--- src/rtl/duo_sio_pkg.sv ---
package duo_sio_pkg;
  // layout of each 4-bit lane in the status and mask registers
  localparam int LANE_W   = 4;
  localparam int BIT_TX   = 0;
  localparam int BIT_RX   = 1;
  // channel status bits
  localparam int CSR_PEND = 0;
  localparam int CSR_TXOK = 2;
  // address map
  localparam int OFF_ISR_ALL  = 'h390;
  localparam int OFF_IMR_ALL  = 'h3A0;
  localparam int OFF_ISR_LANE = 'h320;
  localparam int OFF_IMR_LANE = 'h330;
  localparam int LANE_STEP    = 'h20;
  localparam int CH_BASE      = 'h100;
  localparam int CH_STEP      = 'h100;
  localparam int OFF_CSR      = 'h20;
  localparam int OFF_RXD      = 'h60;
  localparam int OFF_TXD      = 'h70;
  // channel whose status read acknowledges the interrupt
  localparam int ACK_CH       = 0;
endpackage

--- src/rtl/duo_sio_rx_hold.sv ---
module duo_sio_rx_hold #(
  parameter int DATA_W = 8
) (
  input  logic              clk,
  input  logic              rst,
  input  logic              in_valid,
  input  logic [DATA_W-1:0] in_data,
  input  logic              take,
  output logic [DATA_W-1:0] held,
  output logic              pending
);
  always_ff @(posedge clk) begin
    if (rst) begin
      held    <= '0;
      pending <= 1'b0;
    end else if (in_valid) begin
      held    <= in_data;
      pending <= 1'b1;
    end else if (take) begin
      pending <= 1'b0;
    end
  end

  // a read with no new arrival leaves nothing pending
  p_take_clears_r7: assert property (@(posedge clk) disable iff (rst)
    take && !in_valid |=> !pending);
  // an arrival dominates a same-cycle read
  p_arrival_wins_r13: assert property (@(posedge clk) disable iff (rst)
    in_valid |=> pending);
endmodule

--- src/rtl/duo_sio_tick_pacer.sv ---
module duo_sio_tick_pacer #(
  parameter int TICK_DIV = 2
) (
  input  logic clk,
  input  logic rst,
  input  logic tick,
  output logic fire
);
  localparam int CW = (TICK_DIV > 1) ? $clog2(TICK_DIV) : 1;
  localparam logic [CW-1:0] LAST = CW'(TICK_DIV - 1);

  logic [CW-1:0] cnt;

  assign fire = tick && (cnt == LAST);

  always_ff @(posedge clk) begin
    if (rst)       cnt <= '0;
    else if (tick) cnt <= (cnt == LAST) ? '0 : cnt + 1'b1;
  end

  // the counter stays inside its period
  p_cnt_bound_r11: assert property (@(posedge clk) disable iff (rst)
    cnt <= LAST);
  // a firing tick restarts the count
  p_fire_restarts_r11: assert property (@(posedge clk) disable iff (rst)
    fire |=> cnt == '0);
endmodule

--- src/rtl/duo_sio_irq_regs.sv ---
module duo_sio_irq_regs
  import duo_sio_pkg::*;
#(
  parameter int NCH    = 2,
  parameter int DATA_W = 8
) (
  input  logic                   clk,
  input  logic                   rst,
  input  logic [DATA_W-1:0]      wdata,
  input  logic                   mask_wr_all,
  input  logic [NCH-1:0]         mask_wr_lane,
  input  logic [NCH-1:0]         rx_arrive,
  input  logic [NCH-1:0]         rx_take,
  input  logic [NCH-1:0]         tx_take,
  input  logic                   tick_fire,
  input  logic                   irq_ack,
  output logic [NCH*LANE_W-1:0]  status,
  output logic [NCH*LANE_W-1:0]  mask,
  output logic                   irq
);
  localparam int STAT_W = NCH * LANE_W;

  logic [NCH-1:0]    rx_set, tx_en;
  logic [STAT_W-1:0] stat_nxt;
  logic              tx_set, set_any;

  genvar g;
  generate
    for (g = 0; g < NCH; g++) begin : g_lane
      localparam int RXB = g * LANE_W + BIT_RX;
      localparam int TXB = g * LANE_W + BIT_TX;
      assign rx_set[g] = rx_arrive[g] && mask[RXB];
      assign tx_en[g]  = mask[TXB];
      assign stat_nxt[RXB] = rx_set[g] || (status[RXB] && !rx_take[g]);
      assign stat_nxt[TXB] = tx_set    || (status[TXB] && !tx_take[g]);
      assign stat_nxt[g*LANE_W+LANE_W-1 : g*LANE_W+2] = '0;
    end
  endgenerate

  assign tx_set  = tick_fire && (|tx_en);
  assign set_any = (|rx_set) || tx_set;

  always_ff @(posedge clk) begin
    if (rst) begin
      status <= '0;
      mask   <= '0;
      irq    <= 1'b0;
    end else begin
      status <= stat_nxt;
      if (mask_wr_all) mask <= wdata[STAT_W-1:0];
      for (int c = 0; c < NCH; c++)
        if (mask_wr_lane[c]) mask[c*LANE_W +: LANE_W] <= wdata[LANE_W-1:0];
      if (set_any)      irq <= 1'b1;
      else if (irq_ack) irq <= 1'b0;
    end
  end

  // the request only rises on a latched event
  p_irq_has_cause_r5: assert property (@(posedge clk) disable iff (rst)
    $rose(irq) |-> $past(set_any));
  // an acknowledge with no new event drops the request
  p_ack_drops_irq_r10: assert property (@(posedge clk) disable iff (rst)
    irq_ack && !set_any |=> !irq);
  // a masked arrival on channel A latches nothing
  p_masked_rx_quiet_r6: assert property (@(posedge clk) disable iff (rst)
    rx_arrive[0] && !mask[BIT_RX] && !status[BIT_RX] |=> !status[BIT_RX]);
  // a set event keeps the request high despite an acknowledge
  p_set_beats_ack_r13: assert property (@(posedge clk) disable iff (rst)
    set_any |=> irq);
  // reserved status bits never set
  p_reserved_zero_r2: assert property (@(posedge clk) disable iff (rst)
    status[3:2] == 2'b00);
endmodule

--- src/rtl/duo_sio_irqctl.sv ---
module duo_sio_irqctl
  import duo_sio_pkg::*;
#(
  parameter int ADDR_W   = 16,
  parameter int DATA_W   = 8,
  parameter int TICK_DIV = 2
) (
  input  logic              clk,
  input  logic              rst,
  input  logic [ADDR_W-1:0] bus_addr,
  input  logic [DATA_W-1:0] bus_wdata,
  input  logic              bus_wr,
  input  logic              bus_rd,
  output logic [DATA_W-1:0] bus_rdata,
  input  logic              rxa_valid,
  input  logic [DATA_W-1:0] rxa_data,
  input  logic              rxb_valid,
  input  logic [DATA_W-1:0] rxb_data,
  output logic              txa_stb,
  output logic [DATA_W-1:0] txa_data,
  output logic              txb_stb,
  output logic [DATA_W-1:0] txb_data,
  input  logic              tick,
  output logic              irq
);
  localparam int NCH    = 2;
  localparam int STAT_W = NCH * LANE_W;

  logic [NCH-1:0]    rx_v, rx_take, tx_hit, csr_rd, mask_wr_lane, pend;
  logic [DATA_W-1:0] rx_d [NCH];
  logic [DATA_W-1:0] held [NCH];
  logic [NCH-1:0]    tx_stb_q;
  logic [DATA_W-1:0] tx_dat_q [NCH];
  logic [STAT_W-1:0] status, mask;
  logic [DATA_W-1:0] rd_val;
  logic              tick_fire, mask_wr_all;

  assign rx_v    = {rxb_valid, rxa_valid};
  assign rx_d[0] = rxa_data;
  assign rx_d[1] = rxb_data;

  genvar g;
  generate
    for (g = 0; g < NCH; g++) begin : g_ch
      localparam int BASE = CH_BASE + g * CH_STEP;
      assign rx_take[g]      = bus_rd && (bus_addr == ADDR_W'(BASE + OFF_RXD));
      assign csr_rd[g]       = bus_rd && (bus_addr == ADDR_W'(BASE + OFF_CSR));
      assign tx_hit[g]       = bus_wr && (bus_addr == ADDR_W'(BASE + OFF_TXD));
      assign mask_wr_lane[g] = bus_wr &&
                               (bus_addr == ADDR_W'(OFF_IMR_LANE + g * LANE_STEP));

      duo_sio_rx_hold #(.DATA_W(DATA_W)) u_hold (
        .clk      (clk),
        .rst      (rst),
        .in_valid (rx_v[g]),
        .in_data  (rx_d[g]),
        .take     (rx_take[g]),
        .held     (held[g]),
        .pending  (pend[g])
      );

      always_ff @(posedge clk) begin
        if (rst) begin
          tx_stb_q[g] <= 1'b0;
          tx_dat_q[g] <= '0;
        end else begin
          tx_stb_q[g] <= tx_hit[g];
          if (tx_hit[g]) tx_dat_q[g] <= bus_wdata;
        end
      end

      // every strobe answers a transmit write one cycle earlier
      p_tx_strobe_cause_r8: assert property (@(posedge clk) disable iff (rst)
        tx_stb_q[g] |-> $past(tx_hit[g]));
    end
  endgenerate

  assign mask_wr_all = bus_wr && (bus_addr == ADDR_W'(OFF_IMR_ALL));

  duo_sio_tick_pacer #(.TICK_DIV(TICK_DIV)) u_pacer (
    .clk  (clk),
    .rst  (rst),
    .tick (tick),
    .fire (tick_fire)
  );

  duo_sio_irq_regs #(.NCH(NCH), .DATA_W(DATA_W)) u_regs (
    .clk          (clk),
    .rst          (rst),
    .wdata        (bus_wdata),
    .mask_wr_all  (mask_wr_all),
    .mask_wr_lane (mask_wr_lane),
    .rx_arrive    (rx_v),
    .rx_take      (rx_take),
    .tx_take      (tx_hit),
    .tick_fire    (tick_fire),
    .irq_ack      (csr_rd[ACK_CH]),
    .status       (status),
    .mask         (mask),
    .irq          (irq)
  );

  always_comb begin
    rd_val = '0;
    if (bus_addr == ADDR_W'(OFF_ISR_ALL)) rd_val = DATA_W'(status);
    if (bus_addr == ADDR_W'(OFF_IMR_ALL)) rd_val = DATA_W'(mask);
    for (int c = 0; c < NCH; c++) begin
      if (bus_addr == ADDR_W'(OFF_ISR_LANE + c * LANE_STEP))
        rd_val = DATA_W'(status[c*LANE_W +: LANE_W]);
      if (bus_addr == ADDR_W'(OFF_IMR_LANE + c * LANE_STEP))
        rd_val = DATA_W'(mask[c*LANE_W +: LANE_W]);
      if (bus_addr == ADDR_W'(CH_BASE + c * CH_STEP + OFF_CSR)) begin
        rd_val = '0;
        rd_val[CSR_PEND] = pend[c];
        rd_val[CSR_TXOK] = 1'b1;
      end
      if (bus_addr == ADDR_W'(CH_BASE + c * CH_STEP + OFF_RXD))
        rd_val = held[c];
    end
  end

  always_ff @(posedge clk) begin
    if (rst)         bus_rdata <= '0;
    else if (bus_rd) bus_rdata <= rd_val;
  end

  assign txa_stb  = tx_stb_q[0];
  assign txb_stb  = tx_stb_q[1];
  assign txa_data = tx_dat_q[0];
  assign txb_data = tx_dat_q[1];

  // the strobe lasts one cycle unless a second write follows
  p_tx_single_r8: assert property (@(posedge clk) disable iff (rst)
    txa_stb && !$past(tx_hit[0], 1) |-> 1'b0);
  // a channel B status read alone does not drop the request
  p_b_read_keeps_r10: assert property (@(posedge clk) disable iff (rst)
    irq && csr_rd[1] && !csr_rd[0] |=> irq);
endmodule

--- config.mk ---
export PLATFORM = sky130hd
export DESIGN_NAME = duo_sio_irqctl
export DESIGN_NICKNAME = d
export VERILOG_FILES = /design/src/rtl/duo_sio_pkg.sv /design/src/rtl/duo_sio_rx_hold.sv /design/src/rtl/duo_sio_tick_pacer.sv /design/src/rtl/duo_sio_irq_regs.sv /design/src/rtl/duo_sio_irqctl.sv
export SDC_FILE = /design/constraint.sdc
export NUM_CORES = 1
export LEC_CHECK = 0
export ABC_AREA = 1
export BUFFER_PORTS_ARGS = -buffer_cell sky130_fd_sc_hd__buf_2
export CAP_MARGIN = 0
export CORE_MARGIN = 2
export CORE_UTILIZATION = 26
export CTS_BUF_LIST = sky130_fd_sc_hd__clkbuf_8
export DETAILED_ROUTE_END_ITERATION = 6
export PLACE_DENSITY_LB_ADDON = 0.2
export SYNTH_ARGS = -nofsm -noshare
export SYNTH_HDL_FRONTEND = slang
export SYNTH_SLANG_ARGS = --single-unit
export TNS_END_PERCENT = 100
--- constraint.sdc ---
create_clock -name clk -period 1.7 [get_ports clk]
set_input_delay 0.17 -clock clk [delete_from_list [all_inputs] [get_ports clk]]
set_output_delay 0.17 -clock clk [all_outputs]
set_load 0.005 [all_outputs]
==> impl_results.md <==
- Status: finished, final reports clean
- Top cell family by delay on the critical path: simple AND/OR/NAND/NOR gates
- Pwr/cell area: roughly 860 nW/um^2
- 1st-pass router iterations: 4
- Post-layout util: 0.347
- CP bufs+invs: 1
- CP arrival: roughly 1600 ps
- Largest net degree at the start of global routing: 15
- Minimum clock period: between 1000 and 1500 ps
- Final setup TNS: 0 ps
- RR Startpoint: g_ch[0].u_hold.pending
- Yosys cell types: 31
- FP Rows: 36
- Layout cells sized above 1: 0.263
- Clock Sinks: between 50 and 60
- CP cell instances: buf_2, nor2_2, nand2_2, nor2_4, nand3_2, nand2_2, nand2_2, nand2_1, o2111ai_1, nand2_1, nand3_1, a21oi_1
- Async S/R FF share, synth: 0
- Min-delay src: tick
- Clock Latency Late Sink: about 350 ps
- Vias in the first global route: between 2000 and 3000
- Final hold vios: 0
- Antenna cells: 0
- Core area: just under 10000 sq um
- Nets: 480
- Syn avg cell area: 7.66 sq um
- Fmax: about 0.76 GHz
- Commonest non-fill, non-tap cells in the layout: buf_2, nor2_1, nand2_1
- Register area share after synthesis: 0.496
- Fillers: ~1100
- Clock Tree Buf Depth: 2
- Setup Skew: around 6.4 ps
- First-pass GRT wire length: 12.1 mm
- H-tree levels: 3
- Post-Route WL: 7.32 mm
- Critical path class: in2reg
- Worst rel slew slack: 0.774
- Worst Path Required: just under 2000 ps
- Die Height: 105 um
- Post-synthesis instance area: between 2000 and 3000 sq um
- Crit share post-route: 0.774
- Max Slew Vio Count: 0
- Mapped Cells: about 350
- Critical Path Start Type: primary input
- Port bufs: between 70 and 80
- Highest-delay cell along the critical path: nor2_4
- Total power draw: ~3000 uW
- Routed WL per cell: about 13 um
- Number of synthesized register bits: between 50 and 60
- Die width: 105 um
- Number of synthesized flops with an enable pin: 16
- Crit Path Max Fanout: 12
- Via count: ~2500
- Final setup fails: 0
- Post-cts sizing count: 0
- Initial DRC Count: 123
- Worst min path class: in2reg
- CTS Root Cell: clkbuf_8
- Hold_buf cts: 0
- Critical path origin: bus_addr[13]
- Initial antenna violation count: 0
- CTS buffer count: 9
- Starting Density: 0.270
- Leakage: approximately 0.0016 uW
- Num ports: between 70 and 80
- CP max stage delay: roughly 250 ps
- YS warnings: 0
- Die footprint: around 11000 sq um
- Global placement routability congestion: between 0.9 and 1
- Post-DP HPWL: 5.75 mm
- Clock-pin slew on the worst setup and hold paths: ~60 ps
- Drt via density: around 4.4
- Gr usage total: 0.140
- Commonest non-fill, non-tap cell in the layout: buf_2
- Area grow syn2layout: 28.4%
- Setup bufs post-CTS: 0
- CTS tree: yes
- Setup repair after global routing missed its margin: no
- GRT Residual Overflow: 0
- Post-Syn Nets: 395
- Crit path capture type: flip-flop
- Top_reg_cell synth: dfxtp_1
- Worst-Margin Slew: roughly 340 ps
- Most frequent CP cell: nand2_2
- Hold WS: between 15 and 20 ps
- Peak supply drop: between 0.4 and 0.5 mV
- Routed Antenna Nets: 0
- Maxcap violations: 0
- Residual DRC count: 0
[per-layer routing]
| layer | vias to the layer above | global-route usage | routed length, um |
|---|---|---|---|
| li1 | 1310 | - | - |
| met5 | - | 0 | 0 |
| met2 | 66 | 0.224 | 3370 |
| met1 | 1116 | 0.173 | 3430 |
| met3 | 12 | 0.0507 | 388 |
| met4 | 0 | 0.0467 | 128 |
[per-stage QoR]
stage               worst slack, ps  cells  cell area, sq um
global route                    233    571              3420
floorplan                       407    348              2670
detailed placement             25.7    555              3230
finish                          385    571              3420
CTS                             369    571              3420
global placement               76.7    555              3230
[sequential cells by signal, summed over array words and instances, names as in the netlist]
name	flops
bus_rdata	8
g_ch.u_hold.held	16
g_ch.u_hold.pending	2
tx_dat_q	16
txa_stb	1
txb_stb	1
u_pacer.cnt	1
u_regs.irq	1
u_regs.mask	8
u_regs.status	4
[cell families (layout without fill, tap and decap cells)]
logic type | after synthesis | count (layout) | synth area share
AO/OA/AOI/OAI | 74 | 74 | 0.157
flip-flops | 58 | 58 | 0.496
AND/OR/NAND/NOR | 160 | 160 | 0.263
buffers and inverters | 56 | 146 | 0.0845
[power breakdown]
part	switching, uW	total [uW]	internal [uW]
sequential	19.0	1490	1470
clock	537	1230	695
combinational	137	233	96.0
[synth_stat cells (6+ instances only)]
cell type	number	area, sq um
nor2_1	63	236
nand2_1	56	210
inv_1	43	161
dfxtp_1	42	841
o21ai_0	31	155
a21oi_1	24	120
edfxtp_1	16	480
nand3_1	15	75.1
a22oi_1	6	45.0
clkbuf_1	6	22.5
nand2_2	6	37.5
nand4_1	6	37.5
[cell type report]
type | instances | area (sq um) | area share
Clock buffer | 10 | 138 | 0.0402
Clock inverter | 6 | 51.3 | 0.0150
Inverter | 48 | 180 | 0.0527
Multi-Input combinational cell | 234 | 1120 | 0.327
Sequential cell | 58 | 1320 | 0.386
Tap cell | 133 | 166 | 0.0486
Timing Repair Buffer | 82 | 445 | 0.130
[path summary, 6_finish.rpt]
check	depth (start not counted)	end	slack [ps]
setup / recovery	12	bus_rdata[2]	390
hold / removal	2	u_pacer.cnt	20
setup reg to reg	10	bus_rdata[0]	670
hold reg to reg	1	u_pacer.cnt	450
Note: power is estimated with default switching activity, not from simulation.
